$ cat src/rtl/smmu_ctrl_regs.sv
module smmu_ctrl_regs #(
  parameter int ADDR_W     = 12,
  parameter int DATA_W     = 32,
  parameter int PAGE_SHIFT = 12,
  parameter int VER_MAJOR  = 3,
  parameter int VER_MINOR  = 0
) (
  input  logic              clk,
  input  logic              rst_n,
  input  logic              reg_we,
  input  logic [ADDR_W-1:0] reg_addr,
  input  logic [DATA_W-1:0] reg_wdata,
  output logic [DATA_W-1:0] reg_rdata,
  input  logic              dp_idle,
  input  logic              fault_valid,
  input  logic [2:0]        fault_type,
  input  logic [DATA_W-1:0] fault_addr,
  output logic              xlate_en,
  output logic              stall,
  output logic              inv_all,
  output logic              inv_entry,
  output logic [DATA_W-1:0] inv_addr,
  output logic              irq
);
  localparam int NFAULT = 8;
  localparam int NWIN   = 2;
  localparam logic [ADDR_W-1:0] A_CTRL  = ADDR_W'('h000);
  localparam logic [ADDR_W-1:0] A_STAT  = ADDR_W'('h008);
  localparam logic [ADDR_W-1:0] A_INVA  = ADDR_W'('h00C);
  localparam logic [ADDR_W-1:0] A_INVE  = ADDR_W'('h010);
  localparam logic [ADDR_W-1:0] A_PTB   = ADDR_W'('h014);
  localparam logic [ADDR_W-1:0] A_IST   = ADDR_W'('h018);
  localparam logic [ADDR_W-1:0] A_ICLR  = ADDR_W'('h01C);
  localparam logic [ADDR_W-1:0] A_FPAGE = ADDR_W'('h024);
  localparam logic [ADDR_W-1:0] A_FWR   = ADDR_W'('h028);
  localparam logic [ADDR_W-1:0] A_FRD   = ADDR_W'('h02C);
  localparam logic [ADDR_W-1:0] A_FBUS  = ADDR_W'('h030);
  localparam logic [ADDR_W-1:0] A_VER   = ADDR_W'('h034);
  localparam logic [ADDR_W-1:0] A_WIN   = ADDR_W'('h04C);
  localparam logic [DATA_W-1:0] C_ON    = DATA_W'(5);
  localparam logic [DATA_W-1:0] C_BLK   = DATA_W'(7);
  localparam logic [DATA_W-1:0] VER_WORD =
    DATA_W'({4'(VER_MAJOR), 4'(VER_MINOR)}) << (DATA_W - 8);

  logic              en_q, stall_q, blk_ack, inv_all_q, inv_entry_q;
  logic [DATA_W-1:0] inv_addr_q, ptb_q, fa_page, fa_wr, fa_rd, fa_bus;
  logic [NFAULT-1:0] int_q;
  logic [DATA_W-1:0] win_s [NWIN];
  logic [DATA_W-1:0] win_e [NWIN];

  wire wr_ctrl    = reg_we && reg_addr == A_CTRL;
  wire cmd_off    = wr_ctrl && reg_wdata == '0;
  wire cmd_on     = wr_ctrl && reg_wdata == C_ON;
  wire cmd_blk    = wr_ctrl && reg_wdata == C_BLK;
  wire fault_take = fault_valid && en_q;
  wire [NFAULT-1:0] set_v = fault_take ? NFAULT'(1) << fault_type : '0;
  wire [NFAULT-1:0] clr_v = (reg_we && reg_addr == A_ICLR) ? reg_wdata[NFAULT-1:0] : '0;

  always_ff @(posedge clk) begin
    if (!rst_n) begin
      en_q <= 1'b0;
      stall_q <= 1'b0;
      blk_ack <= 1'b0;
    end else begin
      if (cmd_off) begin
        en_q <= 1'b0;
        stall_q <= 1'b0;
      end else if (cmd_blk) begin
        en_q <= 1'b1;
        stall_q <= 1'b1;
      end else if (cmd_on) begin
        en_q <= 1'b1;
        stall_q <= fault_take;
      end else if (fault_take) begin
        stall_q <= 1'b1;
      end
      if (cmd_off || cmd_on) blk_ack <= 1'b0;
      else if (stall_q && dp_idle) blk_ack <= 1'b1;
    end
  end

  always_ff @(posedge clk) begin
    if (!rst_n) begin
      inv_all_q <= 1'b0;
      inv_entry_q <= 1'b0;
      inv_addr_q <= '0;
      ptb_q <= '0;
    end else begin
      inv_all_q <= reg_we && reg_addr == A_INVA && reg_wdata[0];
      inv_entry_q <= reg_we && reg_addr == A_INVE && reg_wdata[0];
      if (reg_we && reg_addr == A_INVE && reg_wdata[0])
        inv_addr_q <= {reg_wdata[DATA_W-1:PAGE_SHIFT], {PAGE_SHIFT{1'b0}}};
      if (reg_we && reg_addr == A_PTB) ptb_q <= reg_wdata;
    end
  end

  always_ff @(posedge clk) begin
    if (!rst_n) begin
      int_q <= '0;
      fa_page <= '0;
      fa_wr <= '0;
      fa_rd <= '0;
      fa_bus <= '0;
    end else begin
      int_q <= (int_q & ~clr_v) | set_v;
      if (fault_take && !int_q[fault_type]) begin
        case (fault_type)
          3'd0:                fa_page <= fault_addr;
          3'd3:                fa_bus  <= fault_addr;
          3'd1, 3'd4, 3'd5:    fa_rd   <= fault_addr;
          default:             fa_wr   <= fault_addr;
        endcase
      end
    end
  end

  for (genvar w = 0; w < NWIN; w++) begin : g_win
    localparam logic [ADDR_W-1:0] A_S = A_WIN + ADDR_W'(8 * w);
    localparam logic [ADDR_W-1:0] A_E = A_S + ADDR_W'(4);
    always_ff @(posedge clk) begin
      if (!rst_n) begin
        win_s[w] <= '0;
        win_e[w] <= '0;
      end else begin
        if (reg_we && reg_addr == A_S) win_s[w] <= reg_wdata;
        if (reg_we && reg_addr == A_E) win_e[w] <= reg_wdata;
      end
    end
  end

  always_comb begin
    reg_rdata = '0;
    case (reg_addr)
      A_CTRL:  reg_rdata = !en_q ? '0 : (stall_q ? C_BLK : C_ON);
      A_STAT:  reg_rdata = DATA_W'(blk_ack);
      A_PTB:   reg_rdata = ptb_q;
      A_IST:   reg_rdata = DATA_W'(int_q);
      A_FPAGE: reg_rdata = fa_page;
      A_FWR:   reg_rdata = fa_wr;
      A_FRD:   reg_rdata = fa_rd;
      A_FBUS:  reg_rdata = fa_bus;
      A_VER:   reg_rdata = VER_WORD;
      default: begin
        for (int w = 0; w < NWIN; w++) begin
          if (reg_addr == A_WIN + ADDR_W'(8 * w))     reg_rdata = win_s[w];
          if (reg_addr == A_WIN + ADDR_W'(8 * w + 4)) reg_rdata = win_e[w];
        end
      end
    endcase
  end

  assign xlate_en  = en_q;
  assign stall     = stall_q;
  assign inv_all   = inv_all_q;
  assign inv_entry = inv_entry_q;
  assign inv_addr  = inv_addr_q;
  assign irq       = |int_q;
endmodule

$ cat config.mk
export PLATFORM = sky130hd
export DESIGN_NAME = smmu_ctrl_regs
export DESIGN_NICKNAME = d
export VERILOG_FILES = /design/src/rtl/smmu_ctrl_regs.sv
export SDC_FILE = /design/constraint.sdc
export NUM_CORES = 1
export LEC_CHECK = 0
export BUFFER_PORTS_ARGS = -buffer_cell sky130_fd_sc_hd__buf_2
export CORE_MARGIN = 4
export CORE_UTILIZATION = 35
export CTS_BUF_LIST = sky130_fd_sc_hd__clkbuf_16
export DETAILED_ROUTE_END_ITERATION = 8
export GPL_ROUTABILITY_DRIVEN = 0
export HOLD_SLACK_MARGIN = 0.08
export MAX_ROUTING_LAYER = met4
export PLACE_DENSITY_LB_ADDON = 0.15
export SYNTH_ARGS = -nofsm -noshare
export SYNTH_HDL_FRONTEND = slang
export SYNTH_SLANG_ARGS = --single-unit
$ cat constraint.sdc
create_clock -name clk -period 5.95 [get_ports clk]
set_input_delay 0.8925 -clock clk [delete_from_list [all_inputs] [get_ports clk]]
set_output_delay 0.8925 -clock clk [all_outputs]
set_load 0.02 [all_outputs]
==> impl_metrics.env <==
export IMPL_crit_path_start_kind="input pin"
export IMPL_p_comb_frac=0.048
export IMPL_leakagePower_nw=6.10
export IMPL_finalSetupTns_ps=0
export IMPL_switching_share=0.227
export IMPL_cp_max_fo=31
export IMPL_ys_top_cells_by_area="dfxtp_1, edfxtp_1, nand2_1"
export IMPL_cts_htree_levels=2
export IMPL_min_period_ps=4510
export IMPL_fp_row_count=74
export IMPL_post_dp_hpwl_um=33300
export IMPL_die_height_um=213
export IMPL_post_drt_wl_per_cell_um=22.6
export IMPL_post_route_drc_count=0
export IMPL_port_buffers=140
export IMPL_core_sq_mm=0.0412
export IMPL_layout_drive_gt1_share=0.161
export IMPL_outcome="finished, final reports clean"
export IMPL_critPathKind="in2out"
export IMPL_crit_path_max_incr_delay_ps=840
export IMPL_cp_top_family="simple AND/OR/NAND/NOR gates"
export IMPL_synthCells=1568
export IMPL_die_w_um=213
export IMPL_cts_hold_buf=0
export IMPL_min_delay_start="inv_addr[20]"
export IMPL_r2r_end="fa_rd[25]"
export IMPL_path_clk_slew_ps=60
export IMPL_crit_slowest_cell="nor2b_1"
export IMPL_vias_per_cell=5.38
export IMPL_final_util=0.416
export IMPL_mostFrequentLayoutCells="nand2_1, dfxtp_1, a21boi_0, buf_2, edfxtp_1"
export IMPL_crit_required_ps=5060
export IMPL_num_vias=12000
export IMPL_area_growth_synth_to_final_pct=16.3
export IMPL_r2r_slack_ps=3610
export IMPL_synth_edf_count=128
export IMPL_layout_commonest_cell="nand2_1"
export IMPL_hold_viol=0
export IMPL_start_util=0.358
export IMPL_grt_pass1_vias=11400
export IMPL_cts_root_buf="clkbuf_16"
export IMPL_ant_nets=0
export IMPL_rsz0062_at_grt="false"
export IMPL_switchingPower_w=0.00110
export IMPL_drtIter0Drc=999
export IMPL_grt_pass1_wl_um=74300
export IMPL_synthDistinctLibCells=63
export IMPL_clockBufferDepth=3
export IMPL_clock_latency_ps=540
export IMPL_synth_area_per_cell_sq_um=9.40
export IMPL_ctsResizeCount=0
export IMPL_skew_ps=10.7
export IMPL_path_buf_inv=4
export IMPL_wl_um=50300
export IMPL_arrival_ps=3620
export IMPL_slew_viol_final=0
export IMPL_yosys_warnings=0
export IMPL_cts_setup_buffers=0
export IMPL_p_int_w=0.00375
export IMPL_setup_violations=0
export IMPL_cp_end_kind="output port"
export IMPL_clockPowerShare=0.471
export IMPL_maxCapViolCount=0
export IMPL_fmax_ghz=0.222
export IMPL_r2r_start="int_q[7]"
export IMPL_nNetsFinal=1749
export IMPL_io_pins=153
export IMPL_rr_worst_depth=5
export IMPL_yosysSeqAreaShare=0.523
export IMPL_hp_class="reg2reg"
export IMPL_overflow=0
export IMPL_yosysTopAreaCellShare=0.262
export IMPL_die_area_sq_mm=0.0454
export IMPL_synth_area_leader_cell="dfxtp_1"
export IMPL_power_frac_seq=0.482
export IMPL_worstMarginPinSlew_ps=1120
export IMPL_whs_endpoint="inv_addr[20]"
export IMPL_hold_path_depth=2
export IMPL_antenna_found_initial=1
export IMPL_min_period_over_period=0.759
export IMPL_synth_area_sq_mm=0.0147
export IMPL_cts_tree="built"
export IMPL_track_usage=0.222
export IMPL_ys_ff_latch=321
export IMPL_grt_max_degree=128
export IMPL_cts_inserted_buffers=38
export IMPL_cts_sinks=321
export IMPL_drtPass1Iterations=6
export IMPL_async_reset_ff_frac=0
export IMPL_vdd_drop_max_mv=0.145
export IMPL_p_per_area_mw_per_mm2=283
export IMPL_worstPathCellList="buf_2, nor2b_1, nor4b_4, buf_4, nand2_1, buf_4, a2bb2oi_1, a211o_1, buf_2"
export IMPL_ys_flop_type="dfxtp_1"
export IMPL_max_slew_margin_rel=0.253
metrics by stage:
step | hold slack, ps | area (sq um) | setup WS (ps) | cells | total power (W)
3_3_place_gp | 435 | 15900 | 1580 | 2157 | 0.00262
3_5_place_dp | 444 | 15900 | 1520 | 2157 | 0.00262
5_1_grt | 476 | 17100 | 1320 | 2228 | 0.00502
2_1_floorplan | 435 | 14800 | 1200 | 1579 | 0.00250
4_1_cts | 452 | 17100 | 1510 | 2227 | 0.00490
6_report | 448 | 17100 | 1440 | 2228 | 0.00486
synth_stat cells (18+ instances only):
master / count
and2_1: 126
a21oi_1: 30
edfxtp_1: 128
a21boi_0: 151
dfxtp_1: 193
buf_4: 18
nor2_1: 63
a22oi_1: 45
a21boi_1: 30
o21ai_0: 32
nand2b_1: 25
clkbuf_1: 88
nand2_1: 403
worst register-to-register path, stage by stage, from the launching register on:
cell      delay, ps
dfxtp_1         360
mux4_2          490
nor2_1          280
o21a_2          780
nand2_1         180
a21boi_0        180
routing by layer:
layer	vias to the layer above	GRT usage	part of all wire
met5	-	-	0
met2	423	0.344	0.46
met3	77	0.0307	0.063
met4	0	0.0631	0.026
met1	5865	0.307	0.45
li1	5626	-	-
flip-flops by register name (all words and copies together), names as in the netlist:
register   cells
win_s         64
inv_all        1
fa_rd         32
win_e         64
stall          1
ptb_q         32
inv_entry      1
xlate_en       1
fa_bus        32
fa_page       32
int_q          8
inv_addr      20
fa_wr         32
blk_ack        1
power groups by stage:
stage | clock network (W) | logic [W] | registers, W
finish | 0.00228 | 0.000232 | 0.00234
global route | 0.00243 | 0.000246 | 0.00234
CTS | 0.00233 | 0.000232 | 0.00234
detailed placement | 0 | 0.000231 | 0.00239
global placement | 0 | 0.000231 | 0.00239
floorplan | 0 | 0.000114 | 0.00238
how the worst max path moves through the flow:
stage | startpoint | end | depth (start not counted)
2_1_floorplan | reg_addr[9] | win_s[1][0] | 4
3_3_place_gp | reg_addr[4] | reg_rdata[4] | 9
3_5_place_dp | reg_addr[4] | reg_rdata[4] | 9
4_1_cts | reg_addr[4] | reg_rdata[4] | 9
5_1_grt | reg_addr[4] | reg_rdata[23] | 9
6_report | reg_addr[4] | reg_rdata[4] | 9
cells by family (layout without fill, tap and decap cells):
family,count (synthesis),in the layout,synth area share
AO/OA/AOI/OAI,387,387,0.194
XOR/XNOR,1,1,0.000594
buffers and inverters,144,260,0.0425
flip-flops,321,321,0.523
multiplexers,27,27,0.0206
other,1,13,0.000254
AND/OR/NAND/NOR,687,687,0.219
area by class of cell:
type                    instances  area, sq um
well taps                     532          666
clock buffers                  41         1030
diodes                          1         2.50
inverters                      12         45.0
clock inverters                29          191
multi-input cells            1114         6520
flip-flops and latches        321         7710
fillers                      4131        24100
repair buffers                178          988
(Power assumes the default switching activity.)
